--- src/rtl/rtc_pkg.sv ---
package rtc_pkg;
    localparam int CW     = 16;
    localparam int BUS_W  = 32;
    localparam int HALF   = BUS_W / 2;
    localparam int AW     = 32;
    localparam int DW     = 8;
    localparam int RAW    = 3;
    localparam int NFLAG  = 4;
    localparam int FL_DONE  = 0;
    localparam int FL_VEDGE = 1;
    localparam int FL_UNDER = 2;
    localparam int FL_OVER  = 3;

    typedef enum logic [RAW-1:0] {
        REG_CTRL = 3'd0,
        REG_HTIM = 3'd1,
        REG_VTIM = 3'd2,
        REG_WAIT = 3'd3,
        REG_ACT  = 3'd4,
        REG_NBUF = 3'd5,
        REG_FLAG = 3'd6,
        REG_IEN  = 3'd7
    } reg_sel_e;

    typedef struct packed {
        logic [CW-1:0] period;
        logic [CW-1:0] sync;
        logic [CW-1:0] lead;
        logic [CW-1:0] count;
    } axis_cfg_t;

    typedef struct packed {
        axis_cfg_t h;
        axis_cfg_t v;
        logic      hpol;
        logic      vpol;
        logic      recover;
    } rtc_cfg_t;

    function automatic logic drive_level(input logic act, input logic pol);
        return pol ? act : ~act;
    endfunction
endpackage

--- src/rtl/rtc_axis.sv ---
module rtc_axis
    import rtc_pkg::*;
(
    input  logic          clk,
    input  logic          rst,
    input  logic          clr,
    input  logic          step,
    input  axis_cfg_t     cfg,
    output logic [CW-1:0] cnt,
    output logic [CW-1:0] pos,
    output logic          wrap,
    output logic          sync_act,
    output logic          in_win
);
    logic        last;
    logic [CW:0] win_end;

    assign last     = (cnt == cfg.period - 1'b1);
    assign wrap     = step && last;
    assign sync_act = (cnt < cfg.sync);
    assign win_end  = {1'b0, cfg.lead} + {1'b0, cfg.count};
    assign in_win   = ({1'b0, cnt} >= {1'b0, cfg.lead}) && ({1'b0, cnt} < win_end);
    assign pos      = cnt - cfg.lead;

    always_ff @(posedge clk) begin
        if (rst || clr)
            cnt <= '0;
        else if (step)
            cnt <= last ? '0 : cnt + 1'b1;
    end

    // R1 (and R2 for the vertical instance): the period ends after exactly period steps
    p_axis_wrap_r1: assert property (@(posedge clk) disable iff (rst)
        (step && last && !clr) |=> (cnt == '0));
    p_axis_step_r1: assert property (@(posedge clk) disable iff (rst)
        (step && !last && !clr) |=> (cnt == $past(cnt) + 1'b1));
endmodule

--- src/rtl/rtc_scan.sv ---
module rtc_scan
    import rtc_pkg::*;
(
    input  logic          clk,
    input  logic          rst,
    input  rtc_cfg_t      cfg,
    input  logic          run,
    input  logic          halt,
    output logic          hsync_o,
    output logic          vsync_o,
    output logic          de_o,
    output logic [CW-1:0] x_o,
    output logic [CW-1:0] y_o,
    output logic          line_end,
    output logic          frame_end,
    output logic          vedge_ev
);
    logic          running, start, clr;
    logic [CW-1:0] h_cnt, v_cnt, h_pos, v_pos;
    logic          h_wrap, v_wrap, h_sync, v_sync, h_in, v_in;

    assign start     = !running && run && !halt;
    assign clr       = !running || halt;
    assign frame_end = v_wrap;
    assign line_end  = h_wrap;
    assign vedge_ev  = start || (frame_end && run && !halt);

    rtc_axis u_h (.clk(clk), .rst(rst), .clr(clr), .step(running), .cfg(cfg.h),
                  .cnt(h_cnt), .pos(h_pos), .wrap(h_wrap), .sync_act(h_sync), .in_win(h_in));
    rtc_axis u_v (.clk(clk), .rst(rst), .clr(clr), .step(running && h_wrap), .cfg(cfg.v),
                  .cnt(v_cnt), .pos(v_pos), .wrap(v_wrap), .sync_act(v_sync), .in_win(v_in));

    always_ff @(posedge clk) begin
        if (rst)                     running <= 1'b0;
        else if (halt)               running <= 1'b0;
        else if (start)              running <= 1'b1;
        else if (frame_end && !run)  running <= 1'b0;
    end

    assign de_o    = running && h_in && v_in;
    assign x_o     = de_o ? h_pos : '0;
    assign y_o     = de_o ? v_pos : '0;
    assign hsync_o = drive_level(running && h_sync, cfg.hpol);
    assign vsync_o = drive_level(running && v_sync, cfg.vpol);

    // idle raster holds both syncs inactive
    p_idle_levels_r4: assert property (@(posedge clk) disable iff (rst)
        !running |-> (hsync_o == ~cfg.hpol) && (vsync_o == ~cfg.vpol));
    // a fresh start begins at the origin
    p_origin_r5: assert property (@(posedge clk) disable iff (rst)
        $rose(running) |-> (h_cnt == '0) && (v_cnt == '0));
    // clearing run mid-frame does not cut the frame short
    p_finish_frame_r5: assert property (@(posedge clk) disable iff (rst)
        (running && !frame_end && !halt) |=> running);
    // no data enable before the horizontal wait has elapsed
    p_de_after_wait_r3: assert property (@(posedge clk) disable iff (rst)
        de_o |-> (h_cnt >= cfg.h.lead) && (v_cnt >= cfg.v.lead));
endmodule

--- src/rtl/rtc_pixel.sv ---
module rtc_pixel
    import rtc_pkg::*;
(
    input  logic          clk,
    input  logic          rst,
    input  logic          de,
    input  logic          line_end,
    input  logic          recover,
    input  logic          rsp_valid,
    input  logic [DW-1:0] rsp_data,
    output logic [DW-1:0] pix_o,
    output logic          under_ev,
    output logic          over_ev,
    output logic          halt_req
);
    logic blank;

    assign under_ev = de && !rsp_valid;
    assign over_ev  = rsp_valid && !de;
    assign halt_req = under_ev && !recover;
    assign pix_o    = (de && rsp_valid && !blank) ? rsp_data : '0;

    always_ff @(posedge clk) begin
        if (rst || line_end)              blank <= 1'b0;
        else if (under_ev && recover)     blank <= 1'b1;
    end

    // once a line has lost a pixel, the rest of it shows index 0
    p_blank_zero_r9: assert property (@(posedge clk) disable iff (rst)
        (blank && de) |-> (pix_o == '0));
    // the blanking lasts only to the end of the line
    p_blank_clear_r9: assert property (@(posedge clk) disable iff (rst)
        line_end |=> !blank);
endmodule

--- src/rtl/rtc_regs.sv ---
module rtc_regs
    import rtc_pkg::*;
(
    input  logic             clk,
    input  logic             rst,
    input  logic             wr_en,
    input  logic [RAW-1:0]   wr_addr,
    input  logic [BUS_W-1:0] wr_data,
    input  logic             done_ev,
    input  logic             vedge_ev,
    input  logic             under_ev,
    input  logic             over_ev,
    input  logic             halt_req,
    output rtc_cfg_t         cfg,
    output logic             run,
    output logic [AW-1:0]    cur_base,
    output logic [NFLAG-1:0] flags,
    output logic             irq
);
    reg_sel_e         sel;
    logic [AW-1:0]    next_base;
    logic [NFLAG-1:0] ien, ev, w1c;

    assign sel = reg_sel_e'(wr_addr);
    assign ev  = {over_ev, under_ev, vedge_ev, done_ev};
    assign w1c = (wr_en && sel == REG_FLAG) ? wr_data[NFLAG-1:0] : '0;
    assign irq = |(flags & ien);

    always_ff @(posedge clk) begin
        if (rst) begin
            cfg       <= '0;
            run       <= 1'b0;
            next_base <= '0;
            cur_base  <= '0;
            ien       <= '0;
            flags     <= '0;
        end else begin
            if (wr_en) begin
                case (sel)
                    REG_CTRL: {cfg.recover, cfg.vpol, cfg.hpol, run} <= wr_data[3:0];
                    REG_HTIM: begin cfg.h.period <= wr_data[CW-1:0]; cfg.h.sync  <= wr_data[HALF+:CW]; end
                    REG_VTIM: begin cfg.v.period <= wr_data[CW-1:0]; cfg.v.sync  <= wr_data[HALF+:CW]; end
                    REG_WAIT: begin cfg.h.lead   <= wr_data[CW-1:0]; cfg.v.lead  <= wr_data[HALF+:CW]; end
                    REG_ACT:  begin cfg.h.count  <= wr_data[CW-1:0]; cfg.v.count <= wr_data[HALF+:CW]; end
                    REG_NBUF: next_base <= wr_data[AW-1:0];
                    REG_IEN:  ien <= wr_data[NFLAG-1:0];
                    default:  ;
                endcase
            end
            if (halt_req) run <= 1'b0;
            if (done_ev)  cur_base <= next_base;
            flags <= (flags & ~w1c) | ev;
        end
    end

    // the queued base becomes current at the frame boundary
    p_promote_r6: assert property (@(posedge clk) disable iff (rst)
        done_ev |=> (cur_base == $past(next_base)));
    // an event always leaves its flag set
    p_done_flag_r7: assert property (@(posedge clk) disable iff (rst)
        done_ev |=> flags[FL_DONE]);
    // writing one clears a flag when no new event arrives
    p_w1c_over_r7: assert property (@(posedge clk) disable iff (rst)
        (w1c[FL_OVER] && !over_ev) |=> !flags[FL_OVER]);
    // an unrecovered underflow drops the run bit
    p_halt_run_r10: assert property (@(posedge clk) disable iff (rst)
        halt_req |=> !run);
endmodule

--- src/rtl/raster_timing_ctrl.sv ---
module raster_timing_ctrl
    import rtc_pkg::*;
(
    input  logic             clk,
    input  logic             rst,
    input  logic             wr_en,
    input  logic [RAW-1:0]   wr_addr,
    input  logic [BUS_W-1:0] wr_data,
    output logic             req_valid_o,
    input  logic             rsp_valid_i,
    input  logic [DW-1:0]    rsp_data_i,
    output logic             hsync_o,
    output logic             vsync_o,
    output logic             de_o,
    output logic [CW-1:0]    pix_x_o,
    output logic [CW-1:0]    pix_y_o,
    output logic [DW-1:0]    pix_o,
    output logic [AW-1:0]    cur_base_o,
    output logic [NFLAG-1:0] flags_o,
    output logic             irq_o
);
    rtc_cfg_t cfg;
    logic     run, halt_req, line_end, frame_end, vedge_ev, under_ev, over_ev;

    rtc_regs u_regs (
        .clk(clk), .rst(rst), .wr_en(wr_en), .wr_addr(wr_addr), .wr_data(wr_data),
        .done_ev(frame_end), .vedge_ev(vedge_ev), .under_ev(under_ev), .over_ev(over_ev),
        .halt_req(halt_req), .cfg(cfg), .run(run), .cur_base(cur_base_o),
        .flags(flags_o), .irq(irq_o)
    );

    rtc_scan u_scan (
        .clk(clk), .rst(rst), .cfg(cfg), .run(run), .halt(halt_req),
        .hsync_o(hsync_o), .vsync_o(vsync_o), .de_o(de_o), .x_o(pix_x_o), .y_o(pix_y_o),
        .line_end(line_end), .frame_end(frame_end), .vedge_ev(vedge_ev)
    );

    rtc_pixel u_pix (
        .clk(clk), .rst(rst), .de(de_o), .line_end(line_end), .recover(cfg.recover),
        .rsp_valid(rsp_valid_i), .rsp_data(rsp_data_i), .pix_o(pix_o),
        .under_ev(under_ev), .over_ev(over_ev), .halt_req(halt_req)
    );

    assign req_valid_o = de_o;

    // a halt takes the raster off the active area on the next clock
    p_halt_stops_r10: assert property (@(posedge clk) disable iff (rst)
        halt_req |=> !de_o && !req_valid_o);
    // a stray response never reaches the pixel output
    p_stray_zero_r11: assert property (@(posedge clk) disable iff (rst)
        (rsp_valid_i && !req_valid_o) |-> (pix_o == '0));
endmodule

--- config.mk ---
export PLATFORM = sky130hd
export DESIGN_NAME = raster_timing_ctrl
export DESIGN_NICKNAME = d
export VERILOG_FILES = /design/src/rtl/rtc_pkg.sv /design/src/rtl/rtc_axis.sv /design/src/rtl/rtc_scan.sv /design/src/rtl/rtc_pixel.sv /design/src/rtl/rtc_regs.sv /design/src/rtl/raster_timing_ctrl.sv
export SDC_FILE = /design/constraint.sdc
export NUM_CORES = 1
export LEC_CHECK = 0
export BUFFER_PORTS_ARGS = -buffer_cell sky130_fd_sc_hd__buf_2
export CAP_MARGIN = 20
export CORE_MARGIN = 8
export CORE_UTILIZATION = 45
export CTS_BUF_LIST = sky130_fd_sc_hd__clkbuf_4 sky130_fd_sc_hd__clkbuf_8
export CTS_CLUSTER_DIAMETER = 80
export DETAILED_ROUTE_END_ITERATION = 7
export SYNTH_ARGS = -nofsm -noshare
export SYNTH_HDL_FRONTEND = slang
export SYNTH_SLANG_ARGS = --single-unit
--- constraint.sdc ---
create_clock -name clk -period 9.7 [get_ports clk]
set_clock_uncertainty 0.15 [all_clocks]
set_input_delay 0.97 -clock clk [delete_from_list [all_inputs] [get_ports clk]]
set_output_delay 0.97 -clock clk [all_outputs]
set_load 0.01 [all_outputs]
### Yosys cells after proc, flatten, opt, wreduce, memory -nomap -nowiden

Cells that the tools add are included.

* word-level logic and storage cells: 102
* input bits: 47
* register bits after elaboration: 238
* output and inout bits: 81

* equality and inequality tests: 9
* reduce and logical (&&, ||, !) cells: 43
* bitwise gates (word level): 6
* mux-type cells: 10
* add/sub/neg operators: 8
* $lt $le $gt $ge: 6

Operators with widths (count)
* $mux 16: 4
* $add 16x16->17: 2
* $lt 16x17->1: 2
* $add 16x1->16 const B: 2
* $eq 16x16->1: 2
* $ge 16x16->1: 2
* $lt 16x16->1: 2
* $sub 16x1->16 const B: 2
* $sub 16x16->16: 2
* $logic_and 1x1->1: 21
* $reduce_and 2->1: 7
* $eq 3x3->1 const B: 4
* $and 4x4->4: 2
* $mux 8: 1
* $logic_not 1->1: 7
* $eq 3x2->1 const B: 2
* $logic_or 1x1->1: 4
* $mux 1: 4
* $mux 4: 1
* $not 4->4: 1
* $or 4x4->4: 1
* $reduce_or 4->1: 1
* $eq 3x1->1 const B: 1
* $logic_not 3->1: 1
* other kinds (3): 4

### Logic depth before layout (Yosys ltp)

* depth after elaboration: 11
* mapped depth: 21
* mapped depth without buffers: 20

### Hierarchy

From an unflattened synthesis, not the netlist that was laid out.

* cell total of the unflattened synthesis: 1701
* area total of the unflattened synthesis: 15317.2 µm²

By module, submodules not included
* rtc_regs: cells each 717, area an instance 7926.4 µm², seq. area each 4083.9 µm², times used 1
* rtc_axis (u_scan.u_h): cells each 474, area an instance 3503.4 µm², seq. area each 320.3 µm², times used 1
* rtc_axis (u_scan.u_v): cells each 446, area an instance 3424.5 µm², seq. area each 320.3 µm², times used 1
* rtc_scan: cells each 47, area an instance 329.1 µm², seq. area each 20.0 µm², times used 1
* rtc_pixel: cells each 16, area an instance 126.4 µm², seq. area each 20.0 µm², times used 1
* raster_timing_ctrl: cells each 1, area an instance 7.5 µm², seq. area each 0.0 µm², times used 1

### Worst setup path before layout

OpenSTA, ideal clock, no wires.

* path type: reg2out
* start: register, netlist name u_regs.cfg[67]
* end: output pix_o[1]
* setup slack: 4.029 ns
* arrival time: 4.551 ns
* stages on the path, launching flop included: 21
* path buffers: 1
* required time: 8.580 ns
* cell sequence: dfxtp_1 ha_1 fa_1 nand3_1 a211oi_1 o311ai_0 a21boi_0 o21a_1 o21a_1 o311a_1 ha_1 a22o_1 nor4_1 nand3_1 o31ai_1 or3_1 nand4_1 or2_2 inv_1 clkbuf_1 and4b_1

* cells in the longest elaborated chain, start to end: 8

Ends and longest elaborated chain
* $add 16x16->17: line rtc_axis.sv:21 `assign win_end = {1'b0, cfg.lead} + {1'b0, cfg.count};`
* $lt 16x17->1: line rtc_axis.sv:22 `assign in_win = ({1'b0, cnt} >= {1'b0, cfg.lead}) && ({1'b0, cnt} < win_end);`
* $logic_and 1x1->1: line rtc_axis.sv:22
* $logic_and 1x1->1 (2 in series): line rtc_scan.sv:40 `assign de_o = running && h_in && v_in;`
* net de_o: line raster_timing_ctrl.sv:14 `output logic de_o,`
* $logic_and 1x1->1 (2 in series): line rtc_pixel.sv:21 `assign pix_o = (de && rsp_valid && !blank) ? rsp_data : '0;`
* $mux 8: line rtc_pixel.sv:21
* end: declaration: line raster_timing_ctrl.sv:17 `output logic [DW-1:0] pix_o,`

The timed path passes the listed nets, and every way through them passes these cells.

### Final worst setup path

* start: register, netlist name u_regs.cfg[83]
* end: output pix_o[5]

* cells in the longest elaborated chain, start to end: 8
* elaborated cells on any way between the ends: 9
* those cells by class: 1 x add/sub; 2 x order compare; 1 x mux; 5 x reduce/logical

Ends and longest elaborated chain (line)
* $add 16x16->17: rtc_axis.sv:21
* $lt 16x17->1: rtc_axis.sv:22
* $logic_and 1x1->1 *: rtc_axis.sv:22
* $logic_and 1x1->1 * (2 in series): rtc_scan.sv:40
* $logic_and 1x1->1 * (2 in series): rtc_pixel.sv:21
* $mux 8 *: rtc_pixel.sv:21

Every way passes the cells marked *; elsewhere a longest branch is shown, timed or not.

==> run metrics <==
Antenna Cells=0; # rows=65; max-cap viol count=0; synth warn=0; Reg power frac=0.465; Initial DRC Count=964; Root Driver=clkbuf_8; Finished Cell Area=16270 um2; Placement Cell Area=15430 um2; number of synthesized register bits=238; WL final=46770 um; register area share after synthesis=0.3291; clock share of power=0.432; Post-Syn Area=14480 um2; worst-margin pin slew=1.033 ns; Clock Path Buffers=3; maximum fanout along the worst path=30; # clock sinks=238; Mapped Cells=1885; Tot Pwr=2.167 mW; core area=31640 um2; Die Ht=195.4 um; Die X-Extent=195.4 um; Placed Cells=2341; combinational share of power=0.103; pin count of the biggest net entering global routing=106; final hold slack=0.3029 ns; Worst Setup EP=pix_o[5]; most frequent cells in the layout=396 x nand2_1, 258 x a21oi_1, 238 x dfxtp_1, 128 x ha_1, 126 x buf_2; post-CTS sizing=0; post-route minimum period=7.177 ns; Final #Nets=2162; final std cells w/o fill=2411; Switching Share=0.2619; final setup vio count=0; CTS Buf Count=41; # H-tree levels=2; crit start category=flop; Slew HR=0.3116; Lkg Pwr=6.531 nW; via-per-instance ratio=5.658; input/output buffers=127; Post-CTS Setup Inserts=0; initial core utilization=0.4576; Crit Path Class=reg -> out; vias in the first global route=12850; Achievable Freq=0.1393 GHz; ys async rst share=0; Internal=1.600 mW; Hold-fix buffers, CTS=0; worst r2r path cells=19; Post-Syn Nets=2064; die area=38170 um2; Max VDD drop=0.09826 mV; Max Slew Vio Count=0; crit path launch=u_regs.cfg[83]$_SDFFE_PP0P_; commonest non-fill, non-tap cell in the layout=nand2_1; Post-synth EDFFs=0; first drt pass iteration count=5; final hold violation count=0; worst min path class=reg -> reg; via count=13640; Worst-path clk slew=0.06 ns; RSZ-0062 raised after global routing=no; CTS tree=built; GPL Wtd Cong=0.8795; DP HPWL=33730 um; power per cell area=133.2 nW/um2; grt total ovfl=0; syn_area_per_cell=7.680 um2; P_sw=567.5 uW; layout cell share with drive strength beyond 1=0.1239; WP data required=8.58 ns; I/O pins=128; FF-to-FF setup slack=4.11 ns; hold wc startpoint=u_regs.cfg[49]$_SDFFE_PP0P_; crit end category=output pin; antenna violations before repair=1; Yosys cell types=82; synthesis-to-finish area growth=12.42%; # DRC=0; Final ANT Viol Nets=0; crit share post-route=0.7399; clk_lat worst skew=0.57 ns; run status=completed; R2R Path Start=u_regs.cfg[83]$_SDFFE_PP0P_; top_reg_cell synth=dfxtp_1; gr usage total=0.2368; average wire per standard cell=19.40 um; Setup TNS Final=0 ns; worst path arrival time=6.06 ns; worst r2r dst=u_scan.u_v.cnt[14]$_SDFFE_PP0P_; first-pass GRT wire length=72010 um
[worst max-delay path: stages, from the launching register on]
cell and delay, ns:
dfxtp_1 0.33, ha_1 0.21, fa_1 0.41, nand3_1 0.12
a211oi_1 0.09, o311ai_0 0.58, a21boi_0 0.20, o21a_1 0.21
o21a_1 0.20, o311a_1 0.32, ha_1 0.29, a22o_1 0.20
nor4_1 0.27, nand3_1 0.11, o31ai_1 0.21, or3_1 0.16
nand4_1 0.25, or2_2 0.64, inv_1 0.30, and4b_1 0.24
buf_2 0.13
[kinds of logic (layout without fill, tap and decap cells)]
| kind of cell | after synthesis | in the layout | share of synthesized area |
|---|---|---|---|
| muxes | 9 | 9 | 0.006310 |
| xor gates and xnor gates | 107 | 107 | 0.06569 |
| AOI/OAI and AO/OA | 475 | 475 | 0.1932 |
| adders and majority gates | 132 | 132 | 0.1162 |
| and+or+nand+nor | 743 | 743 | 0.2407 |
| buffers and inverters | 181 | 305 | 0.04883 |
| DFF | 238 | 238 | 0.3291 |
[cell usage after synthesis (6+ instances only)]
master / instances / area share
nand4_1: 22 / 0.0095
dfxtp_1: 238 / 0.33
nor2_1: 90 / 0.023
or3_1: 10 / 0.0043
a21oi_1: 258 / 0.089
clkbuf_1: 79 / 0.020
and4_1: 8 / 0.0048
nor2b_1: 8 / 0.0035
nand3_1: 58 / 0.020
o31ai_1: 9 / 0.0047
and4b_1: 8 / 0.0055
buf_2: 9 / 0.0031
o21ai_0: 81 / 0.028
ha_1: 128 / 0.11
xnor2_1: 65 / 0.039
nand2b_1: 24 / 0.010
a31oi_1: 6 / 0.0026
nand2_1: 396 / 0.10
or2_2: 6 / 0.0026
nor3_1: 42 / 0.015
and2_1: 10 / 0.0043
o21a_1: 17 / 0.0088
a21boi_0: 8 / 0.0041
xor2_1: 41 / 0.025
mux2i_1: 8 / 0.0055
a21o_1: 20 / 0.010
and3_1: 15 / 0.0065
inv_1: 89 / 0.023
a211oi_1: 12 / 0.0062
a211o_1: 7 / 0.0042
nor4_1: 13 / 0.0056
[flip-flops by register name, summed over array words and instances (netlist names)]
register and count:
u_regs.run 1, u_regs.flags 4, u_regs.next_base 32, u_pix.blank 1, u_scan.u_h.cnt 16, u_scan.u_v.cnt 16
u_regs.ien 4, u_scan.running 1, u_regs.cur_base 32, u_regs.cfg 131
[area by class of cell]
| cell class | count | area (um2) |
|---|---|---|
| sequential | 238 | 4765 |
| inverter | 89 | 334.1 |
| clock buffer | 65 | 807.0 |
| multi-input combinational | 1466 | 9041 |
| clock inverter | 4 | 25.02 |
| tap | 402 | 503.0 |
| fill | 3195 | 15360 |
| timing repair buffer | 147 | 799.5 |
[power groups by stage]
stage / combinational, mW / sequential [mW] / clock, mW
after detailed placement: 0.221 / 1.03 / 0
after CTS: 0.222 / 1.01 / 0.951
after global routing: 0.246 / 1.01 / 0.995
after floorplan: 0.151 / 1.02 / 0
after global placement: 0.221 / 1.03 / 0
final: 0.223 / 1.01 / 0.936
[layer usage]
metal,wire length (um),GRT usage,vias to the layer above,part of all wire
li1,-,-,6767,-
met1,22760,0.3378,6337,0.49
met2,19190,0.3520,456,0.41
met3,3477,0.04488,82,0.074
met4,1348,0.07945,0,0.029
met5,0,0,-,0
[stage by stage]
step | setup slack [ns] | utilization
after global routing | 2.155 | 0.5144
after floorplan | 4.029 | -
after detailed placement | 3.145 | 0.4876
final | 2.523 | 0.5144
after global placement | 3.288 | 0.4876
after CTS | 2.533 | 0.5139
[how the worst min path moves through the flow]
stage / depth (start not counted) / endpoint
global placement: 2 / u_regs.next_base[17]$_SDFFE_PP0P_
detailed placement: 2 / u_regs.cfg[35]$_SDFFE_PP0P_
global route: 2 / u_regs.cfg[45]$_SDFFE_PP0P_
CTS: 2 / u_regs.cfg[35]$_SDFFE_PP0P_
floorplan: 2 / u_regs.cfg[100]$_SDFFE_PP0P_
finish: 2 / u_regs.cfg[49]$_SDFFE_PP0P_
(Power assumes the default switching activity.)
